<file path="src/rtl/csd_bypass_recoder.sv">
module csd_bypass_recoder #(
  parameter int WIDTH     = 16,
  parameter bit SIGNED_IN = 1'b1,
  parameter bit OUT_REG   = 1'b1
) (
  input  logic                                 clk,
  input  logic                                 rst_n,
  input  logic [WIDTH-1:0]                     bin_i,
  output logic [WIDTH-(SIGNED_IN ? 1 : 0):0]   sign_o,
  output logic [WIDTH-(SIGNED_IN ? 1 : 0):0]   mag_o
);

  localparam int NDIG = WIDTH + (SIGNED_IN ? 0 : 1);
  localparam int EXTW = NDIG + 2;
  localparam int VW   = NDIG + 2;
  localparam int MAXNZ = (NDIG + 1) / 2;

  // ext[k+1] holds b[k]; ext[0] is b[-1]
  logic [EXTW-1:0] ext;
  logic [NDIG-1:0] byp;
  logic [NDIG-1:0] dsign, dmag;

  generate
    if (SIGNED_IN) begin : g_sext
      assign ext = {bin_i[WIDTH-1], bin_i, 1'b0};
    end else begin : g_zext
      assign ext = {2'b00, bin_i, 1'b0};
    end
  endgenerate

  assign byp[0] = 1'b0;

  for (genvar i = 0; i < NDIG; i++) begin : g_slice
    logic diff;
    assign diff     = ext[i+1] ^ ext[i];
    assign dmag[i]  = diff & ~byp[i];
    assign dsign[i] = ext[i+2] & dmag[i];
    if (i < NDIG - 1) begin : g_chain
      assign byp[i+1] = ~(~diff | byp[i]);
    end
  end

  generate
    if (OUT_REG) begin : g_reg
      always_ff @(posedge clk or negedge rst_n) begin
        if (!rst_n) begin
          sign_o <= '0;
          mag_o  <= '0;
        end else begin
          sign_o <= dsign;
          mag_o  <= dmag;
        end
      end
    end else begin : g_comb
      assign sign_o = dsign;
      assign mag_o  = dmag;
    end
  endgenerate

  function automatic logic signed [VW-1:0] digit_sum(input logic [NDIG-1:0] s,
                                                     input logic [NDIG-1:0] m);
    logic signed [VW-1:0] acc;
    logic signed [VW-1:0] w;
    acc = '0;
    for (int k = 0; k < NDIG; k++) begin
      w = '0;
      w[k] = 1'b1;
      if (m[k]) acc = s[k] ? acc - w : acc + w;
    end
    return acc;
  endfunction

  logic signed [VW-1:0] in_val;
  assign in_val = {{(VW-WIDTH){SIGNED_IN && bin_i[WIDTH-1]}}, bin_i};

  AST_LEGAL_CODE: assert property (@(posedge clk) disable iff (!rst_n)
    (sign_o & ~mag_o) == '0);

  AST_NO_ADJACENT: assert property (@(posedge clk) disable iff (!rst_n)
    (mag_o & (mag_o >> 1)) == '0);

  AST_WEIGHT_BOUND: assert property (@(posedge clk) disable iff (!rst_n)
    $countones(mag_o) <= MAXNZ);

  generate
    if (OUT_REG) begin : g_chk_reg
      AST_VALUE_KEPT: assert property (@(posedge clk) disable iff (!rst_n)
        1'b1 |=> digit_sum(sign_o, mag_o) == $past(in_val));
    end else begin : g_chk_comb
      AST_VALUE_KEPT: assert property (@(posedge clk) disable iff (!rst_n)
        digit_sum(sign_o, mag_o) == in_val);
    end
  endgenerate

endmodule

</file>
<file path="config.mk">
export PLATFORM = sky130hd
export DESIGN_NAME = csd_bypass_recoder
export DESIGN_NICKNAME = d
export VERILOG_FILES = /design/src/rtl/csd_bypass_recoder.sv
export SDC_FILE = /design/constraint.sdc
export NUM_CORES = 1
export LEC_CHECK = 0
export BUFFER_PORTS_ARGS = -buffer_cell sky130_fd_sc_hd__buf_2
export CORE_UTILIZATION = 40
export DETAILED_ROUTE_END_ITERATION = 8
export PLACE_DENSITY_LB_ADDON = 0.15
export SLEW_MARGIN = 20
export SYNTH_ARGS = -nofsm -noshare
export SYNTH_HDL_FRONTEND = slang
export SYNTH_SLANG_ARGS = --single-unit
export TNS_END_PERCENT = 1
</file>
<file path="constraint.sdc">
create_clock -name clk -period 0.8 [get_ports clk]
set_input_delay 0.12 -clock clk [delete_from_list [all_inputs] [get_ports clk]]
set_output_delay 0.12 -clock clk [all_outputs]
set_load 0.1 [all_outputs]
</file>
==> Word level (Yosys, flattened, before mapping) <==
Cells that the tools add are included.
{ "op_classes": {"bitwise_logic": 88} }
{ "ops": {"columns": ["cell", "n"], "rows": [
  ["$and 1x1->1", 31],
  ["$not 1->1", 28],
  ["$xor 1x1->1", 15],
  ["$or 1x1->1", 14]
]} }
{ "word_totals": {"output_inout_bits": 32, "register_bits": 32} }

==> Depth between registers and ports, before layout <==
Gate-level depths: netlist (run 1).
{ "depth": {"ltp_word": 31, "depth_mapped": 5} }

==> Worst setup path after synthesis (run 1) <==
Ideal clock, no wire load.
{ "synth_path": {"kind": "in2reg", "start": "in bin_i[5]", "end": "reg sign_o[15] in the netlist's numbering", "setup_time_ps": 96, "path_buffers": 1, "path_slack_ps": -464, "cell_stages": 5, "arrival_time_ps": 1169, "path_cell_list": "buf_4 > xnor2_1 > a311oi_4 > o211ai_2 > a311oi_2"} }
{ "synth_via": {"elab_chain_cells": 23, "word_cells_on_any_way": 25, "cone_classes": "bitwise (25)"} }
{ "synth_lines": {"columns": ["element", "line", "text"], "rows": [
  ["from (decl)", "8", "input logic [WIDTH-1:0] bin_i,"],
  ["$xor 1x1->1", "35", "assign diff = ext[i+1] ^ ext[i];"],
  ["$not 1->1", "39", "assign byp[i+1] = ~(~diff | byp[i]);"],
  ["$or 1x1->1", "39", null],
  ["$not 1->1", "39", null],
  ["$or 1x1->1 (*)", "39", null],
  ["$not 1->1 (*)", "39", null],
  ["$or 1x1->1 (*)", "39", null],
  ["$not 1->1 (*)", "39", null],
  ["(+8 left out)", null, null],
  ["$or 1x1->1 (*)", "39", null],
  ["$not 1->1 (*)", "39", null],
  ["$or 1x1->1 (*)", "39", null],
  ["$not 1->1 (*)", "39", null],
  ["$or 1x1->1 (*)", "39", null],
  ["$and 1x1->1 (*)", "36", "assign dmag[i] = diff & ~byp[i];"],
  ["$and 1x1->1 (*)", "37", "assign dsign[i] = ext[i+2] & dmag[i];"],
  ["net dsign[15]", "21", "logic [NDIG-1:0] dsign, dmag;"],
  ["to (signal assigned)", "50", "sign_o <= dsign;"],
  ["to (decl)", "9", "output logic [WIDTH-(SIGNED_IN ? 1 : 0):0] sign_o,"]
]} }
The timed path passes the listed nets; every way through them passes the cells marked *.

==> Worst setup path in the final report (run 1) <==
{ "layout_path": {"start": "reg sign_o[7] in the netlist's numbering", "end": "out sign_o[7] in the netlist's numbering"} }
No word-level cell between the ends.

==> results.sh, run 1 <==
export IMPL_finalHoldViolations=0
export IMPL_cts_sinks=32
export IMPL_cts_tree="yes"
export IMPL_firstDrtPassIters=4
export IMPL_hold_path_endpoint="sign_o[15]"
export IMPL_wl_met2_um=2090
export IMPL_synth_seq_cells=32
export IMPL_core_area_um2=3150
export IMPL_ios=50
export IMPL_path_cells="buf_12"
export IMPL_clockBufferDepth=2
export IMPL_min_period_over_period=1.31
export IMPL_grt_use_total=0.224
export IMPL_worst_slew_pin_slew_ns=0.304
export IMPL_viasPerCell=5.00
export IMPL_syn_area_per_cell_um2=11.6
export IMPL_met3_length_um=162
export IMPL_place_gp_congestion=0.867
export IMPL_grt_antenna_before_repair=0
export IMPL_yosysUniqueCellTypes=37
export IMPL_total_leakage_power_nw=1.21
export IMPL_rsz0062_at_grt="true"
export IMPL_crit_family="flip-flops"
export IMPL_crit_fanout=1
export IMPL_synthSimpleGateAreaFrac=0.160
export IMPL_critPathSlowestCell="dfrtp_1"
export IMPL_portBuffers=49
export IMPL_ant_nets=0
export IMPL_synthAdderAreaFrac=0
export IMPL_hpwl_um=2660
export IMPL_synth_compound_area_frac=0.150
export IMPL_synth_xor_area_frac=0.0640
export IMPL_synthMuxAreaShare=0.00732
export IMPL_fp_row_count=20
export IMPL_crit_arrival_ns=0.93
export IMPL_clkTransAtPathRegs_ns=0.10
export IMPL_status="complete, but fails checks"
export IMPL_stdcell_count=238
export IMPL_grt_pass1_vias=1217
export IMPL_worstHoldPathCells=3
export IMPL_violations="setup timing"
export IMPL_post_cts_buffers=0
export IMPL_topRoutingLayerUsed="met4"
export IMPL_syn_to_final_growth_pct=84.9
export IMPL_syn_cell_area_um2=1370
export IMPL_h_tree_depth=2
export IMPL_insertedDiodeCount=0
export IMPL_maxCapViolations=0
export IMPL_grt_pass1_wl_um=5790
export IMPL_power_density_nw_per_um2=2140
export IMPL_met1_length_um=1330
export IMPL_cts_root_buf="clkbuf_4"
export IMPL_cp_start_kind="register"
export IMPL_fmax_mhz=955
export IMPL_critPathCaptureType="output pin"
export IMPL_dieArea_um2=3660
export IMPL_placedCellCount=228
export IMPL_fin_crit_ns=1.05
export IMPL_whs_ns=0.0545
export IMPL_min_from="bin_i[15]"
export IMPL_drive_above_1_share=0.495
export IMPL_drc=0
export IMPL_finalSetupViolCount=48
export IMPL_slew_violations=0
export IMPL_critPathBufInv=1
export IMPL_vias=1190
export IMPL_slew_headroom=0.797
export IMPL_max_stage_delay_ns=0.42
export IMPL_nets=211
export IMPL_start_util=0.434
export IMPL_holdCritPathClass="in2reg"
export IMPL_yosysWarningCount=0
export IMPL_synth_top_family_by_area="simple AND/OR/NAND/NOR gates"
export IMPL_worst_ep_required_time_ns=0.68
export IMPL_seq_area_frac_synth=0.586
export IMPL_grt_overflow=0
export IMPL_wl_per_cell_um=15.3
export IMPL_wl_um=3640
export IMPL_die_width_um=60.5
export IMPL_cts_buffers=5
export IMPL_crit_type="reg2out"
export IMPL_drt_iter0_markers=41
export IMPL_grt_max_degree=22
export IMPL_dieHeight_um=60.5
export IMPL_peakVddDrop_mv=1.35
export IMPL_synth_fp_nets=136
export IMPL_postSynthCellCount=118
export IMPL_final_setup_worst_slack_ns=-0.247
area by class of cell:
class | count | area (um2)
clock buffers | 6 | 41.3
clock inverters | 2 | 35.0
fillers | 195 | 624
inverters | 4 | 15.0
multi-input cells | 76 | 597
flip-flops and latches | 32 | 801
well taps | 44 | 55.1
repair buffers | 74 | 985
placed cells by master, fill, tap and decap left out, drive strengths merged:
cell,instances
o21bai,1
nor3b,2
buf,72
o211a,2
o22ai,1
dfrtp,32
nor2,10
xor2,5
or2,1
dlymetal6s4s,1
nor2b,5
inv,4
nor3,2
a211oi,2
a21o,1
o211ai,1
mux2i,1
xnor2,5
clkbuf,6
nand3b,2
dlygate4sd3,1
a311oi,2
and2b,1
a22o,1
clkinv,1
a2bb2oi,1
nand2,8
o21ai,3
and3,1
a21boi,2
or2b,1
o21a,2
and2,8
a21oi,4
a31oi,1
bufinv,1
tightest hold or removal path, cell delays in order:
cell and delay [ns]:
buf_2 0.11, inv_1 0.08, a311oi_2 0.04
logic make-up after synthesis:
group / Yosys count
AO/OA/AOI/OAI: 24
XOR/XNOR: 10
AND/OR/NAND/NOR: 41
multiplexers: 1
flip-flops: 32
buffers and inverters: 10
sequential cells by signal, summed over array words and instances (netlist names):
register,flops
mag_o,16
sign_o,16
metal layers:
metal / vias up / global-route usage
met3: 6 / 0.0405
li1: 545 / -
met1: 599 / 0.234
met2: 40 / 0.421
met4: 0 / 0.120
met5: - / 0
repair_timing:
item                                   CTS  global route
endpoints found under the hold margin   34             0
resized for setup                       20             8
hold buffers                             2             0
setup endpoints to repair               52            52
pin swaps                                5             1
synth_stat cells:
master | number | area share
a21oi_1 | 4 | 0.015
and2_2 | 2 | 0.011
a311oi_2 | 1 | 0.011
buf_2 | 3 | 0.011
mux2i_1 | 1 | 0.0073
clkbuf_1 | 2 | 0.0055
dfrtp_1 | 32 | 0.59
a2bb2oi_1 | 1 | 0.0064
or2b_1 | 1 | 0.0055
o211a_1 | 2 | 0.015
a31oi_1 | 1 | 0.0046
buf_4 | 1 | 0.0055
and3_1 | 1 | 0.0046
o21ai_0 | 3 | 0.011
a21boi_0 | 2 | 0.011
nor3b_1 | 2 | 0.011
o211ai_2 | 1 | 0.0091
and2_1 | 6 | 0.027
nand3b_1 | 2 | 0.011
nor2_1 | 10 | 0.027
inv_1 | 4 | 0.011
a21o_1 | 1 | 0.0055
or2_2 | 1 | 0.0046
o22ai_1 | 1 | 0.0046
o21a_2 | 1 | 0.0064
a22o_1 | 1 | 0.0064
a211oi_2 | 1 | 0.0091
a211oi_1 | 1 | 0.0055
and2b_1 | 1 | 0.0055
a311oi_4 | 1 | 0.019
xnor2_1 | 5 | 0.032
xor2_1 | 5 | 0.032
nor2b_1 | 5 | 0.023
o21a_1 | 1 | 0.0055
nand2_1 | 8 | 0.022
o21bai_1 | 1 | 0.0055
nor3_1 | 2 | 0.0073
worst max path at each step:
| stage | startpoint | to | slack (ns) | cells past startpoint |
|---|---|---|---|---|
| finish | sign_o[7] | sign_o[7] | -0.25 | 1 |
| global route | sign_o[13] | sign_o[13] | -0.28 | 1 |
| CTS | sign_o[7] | sign_o[7] | -0.26 | 1 |
| detailed placement | bin_i[0] | sign_o[13] | -0.60 | 6 |
| global placement | bin_i[0] | sign_o[15] | -0.51 | 6 |
| floorplan | bin_i[5] | sign_o[15] | -0.40 | 5 |
metrics by stage:
stage               utilization  worst slack (ns)  cell area, um2  power, mW  setup TNS, ns
finish                    0.802            -0.247            2530       5.41          -9.00
global route              0.802            -0.279            2530       5.59         -10.55
floorplan                     -            -0.402            1400       3.18         -13.87
CTS                       0.792            -0.259            2500       5.40          -9.11
global placement          0.737            -0.513            2320       4.10         -10.28
detailed placement        0.737            -0.599            2320       4.15         -11.47
report_power, final:
part	internal [mW]	switching [mW]	leakage (nW)
Combinational	0.874	1.46	0.762
Sequential	1.76	0.121	0.411
Clock	0.655	0.544	0.0422
Total	3.29	2.12	1.21
(Power assumes the default switching activity.)
==> inputs of run 2 (changes only) <==
--- a/config.mk
+++ b/config.mk
@@ -5,7 +5,7 @@
 export SDC_FILE = /design/constraint.sdc
 export NUM_CORES = 1
 export LEC_CHECK = 0
-export BUFFER_PORTS_ARGS = -buffer_cell sky130_fd_sc_hd__buf_2
+export BUFFER_PORTS_ARGS = -buffer_cell sky130_fd_sc_hd__buf_4
 export CORE_UTILIZATION = 40
 export DETAILED_ROUTE_END_ITERATION = 8
 export PLACE_DENSITY_LB_ADDON = 0.15
==> constraint.sdc (replaced) <==
create_clock -name clk -period 1.15 [get_ports clk]
set_input_delay 0.1725 -clock clk [delete_from_list [all_inputs] [get_ports clk]]
set_output_delay 0.1725 -clock clk [all_outputs]
set_load 0.1 [all_outputs]
==> run 2 against run 1 <==
The flow now finishes without violations. Cell count fell by 2.1%. Via count shrank 9.1%. Non-clock buffer count fell by 4. Sequential share of layout area is 7.6 points higher. Clock power down 44%. Sequential cell count unchanged. Count of clock-buffer cells in the layout rose by 1. Routed wire length decreased by 25%. Power decreased by 40%. Core utilization shrank 15 points.
==> results.sh, run 2 (same netlist as run 1, synthesis figures left out) <==
export IMPL_die_width_um=60.5
export IMPL_grt_pass1_wl_um=4500
export IMPL_clkTransAtPathRegs_ns=0.10
export IMPL_top_regs="mag_o: 16 flops, sign_o: 16 flops"
export IMPL_crit_arrival_ns=0.93
export IMPL_grt_pass1_vias=1057
export IMPL_grt_max_degree=33
export IMPL_max_stage_delay_ns=0.34
export IMPL_critPathCaptureType="output pin"
export IMPL_slew_headroom=0.739
export IMPL_firstDrtPassIters=4
export IMPL_peakVddDrop_mv=1.02
export IMPL_drt_iter0_markers=19
export IMPL_grt_overflow=0
export IMPL_start_util=0.434
export IMPL_cts_sinks=32
export IMPL_clockBufferDepth=2
export IMPL_stdcell_count=233
export IMPL_use_met3=0.0384
export IMPL_use_met1=0.183
export IMPL_h_tree_depth=2
export IMPL_wl_um=2710
export IMPL_total_leakage_power_nw=1.05
export IMPL_portBuffers=49
export IMPL_critPathSlowestCell="dfrtp_1"
export IMPL_placedCellCount=225
export IMPL_rsz0062_at_grt="false"
export IMPL_fin_crit_ns=1.11
export IMPL_insertedDiodeCount=0
export IMPL_worst_ep_required_time_ns=0.98
export IMPL_final_util=0.647
export IMPL_cts_tree="yes"
export IMPL_worst_slew_pin_slew_ns=0.392
export IMPL_holdCritPathClass="in2reg"
export IMPL_cts_root_buf="clkbuf_4"
export IMPL_final_common_cell="buf_4"
export IMPL_vias=1082
export IMPL_register_area_um2=801
export IMPL_ios=50
export IMPL_syn_to_final_growth_pct=49.2
export IMPL_multi_input_area_um2=543
export IMPL_crit_family="flip-flops"
export IMPL_hpwl_um=2100
export IMPL_ant_nets=0
export IMPL_dieArea_um2=3660
export IMPL_wl_per_cell_um=11.6
export IMPL_slew_violations=0
export IMPL_drc=0
export IMPL_final_cell_mix="60 x buf_4, 32 x dfrtp_1, 9 x nor2_1, 9 x buf_6, 8 x nand2_1"
export IMPL_power_density_nw_per_um2=1590
export IMPL_cp_start_kind="register"
export IMPL_maxCapViolations=0
export IMPL_place_gp_congestion=0.820
export IMPL_fillCellCount=288
export IMPL_crit_fanout=1
export IMPL_dieHeight_um=60.5
export IMPL_fmax_mhz=903
export IMPL_cts_buffers=5
export IMPL_nets=207
export IMPL_status="completed"
export IMPL_use_met2=0.311
export IMPL_path_cells="buf_4"
export IMPL_crit_type="reg2out"
export IMPL_drive_above_1_share=0.455
export IMPL_viasPerCell=4.64
export IMPL_finalHoldViolations=0
export IMPL_grt_use_total=0.170
export IMPL_critPathBufInv=1
export IMPL_finalSetupViolCount=0
export IMPL_busiest_layer="met2"
export IMPL_grt_antenna_before_repair=0
export IMPL_final_setup_worst_slack_ns=0.0429
export IMPL_fp_row_count=20
export IMPL_core_area_um2=3150
export IMPL_whs_ns=0.0498
export IMPL_dp_slack_ns=-0.260
export IMPL_min_period_over_period=0.963
==> run 2: timing repair <==
item,CTS,global route
hold endpoints to repair,32,0
hold buffers,1,0
gates resized for setup,2,7
setup endpoints to repair,2,7
pin swaps,0,0
buffers inserted,0,0
==> run 2: routing by layer <==
metal,vias up,part of all wire
met5,-,0
met4,0,0.0077
met3,2,0.057
met2,32,0.53
met1,513,0.40
li1,535,-
==> run 2: final timing paths <==
kind	startpoint	endpoint	slack [ns]	cells after the start
max	mag_o[8]	mag_o[8]	0.04	1
min in group asynchronous	rst_n	mag_o[15]	0.32	2
max in group asynchronous	rst_n	mag_o[12]	0.54	2
min	bin_i[14]	sign_o[15]	0.05	2
==> run 2: layout make-up <==
| type | instances | area share |
|---|---|---|
| clock buffers | 7 | 0.0319 |
| inverters | 4 | 0.00736 |
| well taps | 44 | 0.0270 |
| flip-flops and latches | 32 | 0.392 |
| multi-input cells | 76 | 0.266 |
| repair buffers | 70 | 0.275 |
==> run 2: power by group <==
| group | switching (mW) | internal (mW) |
|---|---|---|
| registers | 0.0315 | 1.22 |
| logic | 0.969 | 0.345 |
| clock network | 0.330 | 0.346 |
==> run 2: metrics by stage <==
step | setup TNS, ns | power, mW | area [um2]
global placement | -3.10 | 2.55 | 1930
detailed placement | -3.26 | 2.57 | 1930
CTS | 0 | 3.28 | 2010
finish | 0 | 3.24 | 2040
global route | 0 | 3.39 | 2040
floorplan | -1.26 | 2.21 | 1400
==> inputs of run 3 (changes only) <==
--- a/config.mk
+++ b/config.mk
@@ -6,7 +6,7 @@
 export NUM_CORES = 1
 export LEC_CHECK = 0
 export BUFFER_PORTS_ARGS = -buffer_cell sky130_fd_sc_hd__buf_4
-export CORE_UTILIZATION = 40
+export CORE_UTILIZATION = 41
 export DETAILED_ROUTE_END_ITERATION = 8
 export PLACE_DENSITY_LB_ADDON = 0.15
 export SLEW_MARGIN = 20
==> constraint.sdc (replaced) <==
create_clock -name clk -period 1.15 [get_ports clk]
set_input_delay 0.115 -clock clk [delete_from_list [all_inputs] [get_ports clk]]
set_output_delay 0.115 -clock clk [all_outputs]
set_load 0.1 [all_outputs]
==> run 3 against run 2 <==
Routed wire length down 3.5%. Critical endpoint is now mag_o[7]. Sequential share of layout area increased by 0.61 points. Sequential power hardly changed.
==> results.sh, run 3 (same netlist as run 1, synthesis figures left out) <==
export IMPL_placedCellCount=224
export IMPL_insertedDiodeCount=0
export IMPL_ctsHoldBuffers=2
export IMPL_min_period_over_period=0.930
export IMPL_grt_pass1_wl_um=4550
export IMPL_grt_use_total=0.176
export IMPL_postCtsResizedCells=0
export IMPL_stdcell_count=233
export IMPL_total_leakage_power_nw=1.04
export IMPL_min_from="bin_i[0]"
export IMPL_portBuffers=49
export IMPL_grt_pass1_vias=1049
export IMPL_peakVddDrop_mv=0.793
export IMPL_grt_max_degree=33
export IMPL_vias=1086
export IMPL_path_cells="buf_4"
export IMPL_pwr_share_seq=0.386
export IMPL_holdCritPathClass="in2reg"
export IMPL_fmax_mhz=935
export IMPL_start_util=0.441
export IMPL_cts_root_buf="clkbuf_4"
export IMPL_cts_tree="yes"
export IMPL_top_regs="mag_o: 16 flops, sign_o: 16 flops"
export IMPL_drive_above_1_share=0.450
export IMPL_finalHoldViolations=0
export IMPL_cp_start_kind="register"
export IMPL_wl_um=2620
export IMPL_die_width_um=59.8
export IMPL_fin_crit_ns=1.07
export IMPL_power_density_nw_per_um2=1600
export IMPL_drc=0
export IMPL_max_stage_delay_ns=0.35
export IMPL_firstDrtPassIters=2
export IMPL_hold_path_endpoint="mag_o[0]"
export IMPL_place_gp_congestion=0.782
export IMPL_whs_ns=0.0172
export IMPL_dieArea_um2=3570
export IMPL_fillCellCount=260
export IMPL_worstHoldPathCells=2
export IMPL_finalSetupViolCount=0
export IMPL_final_setup_worst_slack_ns=0.0801
export IMPL_critPathCaptureType="output pin"
export IMPL_power_switching_mw=1.33
export IMPL_core_area_um2=3100
export IMPL_cts_buffers=5
export IMPL_drt_iter0_markers=11
export IMPL_critPathBufInv=1
export IMPL_p_int_mw=1.89
export IMPL_worst_ep_required_time_ns=1.03
export IMPL_clockBufferDepth=2
export IMPL_swShare=0.413
export IMPL_grt_antenna_before_repair=0
export IMPL_dieHeight_um=59.8
export IMPL_final_common_cell="buf_4"
export IMPL_fp_row_count=20
export IMPL_maxCapViolations=0
export IMPL_h_tree_depth=2
export IMPL_rsz0062_at_grt="false"
export IMPL_critPathSlowestCell="dfrtp_1"
export IMPL_crit_cells=1
export IMPL_status="completed"
export IMPL_post_cts_buffers=0
export IMPL_clkPwrFrac=0.212
export IMPL_pwr_share_comb=0.402
export IMPL_crit_arrival_ns=0.95
export IMPL_final_cell_mix="68 x buf_4, 32 x dfrtp_1, 9 x nor2_1"
export IMPL_placed_area_um2=1920
export IMPL_dp_slack_ns=-0.173
export IMPL_hpwl_um=2070
export IMPL_syn_to_final_growth_pct=46.9
export IMPL_crit_fanout=1
export IMPL_crit_type="reg2out"
export IMPL_nets=207
export IMPL_grt_overflow=0
export IMPL_cts_sinks=32
export IMPL_slew_violations=0
export IMPL_ios=50
export IMPL_slew_headroom=0.740
export IMPL_viasPerCell=4.66
export IMPL_clkTransAtPathRegs_ns=0.09
export IMPL_design_area_um2=2010
export IMPL_ant_nets=0
export IMPL_worst_slew_pin_slew_ns=0.390
export IMPL_wl_per_cell_um=11.2
export IMPL_crit_family="flip-flops"
## run 3: worst max-delay path by stage
stage                     startpoint    endpoint  slack [ns]
final                       mag_o[7]    mag_o[7]        0.08
after global routing        mag_o[8]    mag_o[8]        0.02
after CTS                   mag_o[7]    mag_o[7]        0.06
after detailed placement    bin_i[0]  sign_o[15]       -0.17
after global placement      bin_i[0]  sign_o[15]       -0.15
after floorplan             bin_i[5]  sign_o[15]       -0.05
## run 3: final cells by class
class | instances | area (um2) | area share
Sequential cell | 32 | 801 | 0.399
Multi-Input combinational cell | 76 | 543 | 0.270
Timing Repair Buffer | 70 | 531 | 0.264
Clock buffer | 7 | 65.1 | 0.0324
Tap cell | 44 | 55.1 | 0.0274
Inverter | 4 | 15.0 | 0.00747
## run 3: power groups by stage
| stage | clock network [mW] | registers (mW) | logic (mW) |
|---|---|---|---|
| after global routing | 0.760 | 1.25 | 1.36 |
| after detailed placement | 0 | 1.27 | 1.30 |
| after floorplan | 0 | 1.99 | 0.218 |
| after CTS | 0.720 | 1.25 | 1.30 |
| final | 0.684 | 1.24 | 1.29 |
| after global placement | 0 | 1.27 | 1.28 |
## run 3: metal layers
layer / GRT usage / part of all wire / vias to the layer above
met5: 0 / 0 / -
met4: 0.0797 / 0.015 / 0
met3: 0.0606 / 0.060 / 4
met1: 0.205 / 0.43 / 510
met2: 0.292 / 0.49 / 33
li1: - / - / 539
## run 3: per-stage QoR
stage | utilization | setup TNS [ns] | power [mW]
CTS | 0.648 | 0 | 3.27
floorplan | - | -0.380 | 2.21
global route | 0.648 | 0 | 3.37
finish | 0.648 | 0 | 3.22
global placement | 0.620 | -1.95 | 2.55
detailed placement | 0.620 | -2.10 | 2.57
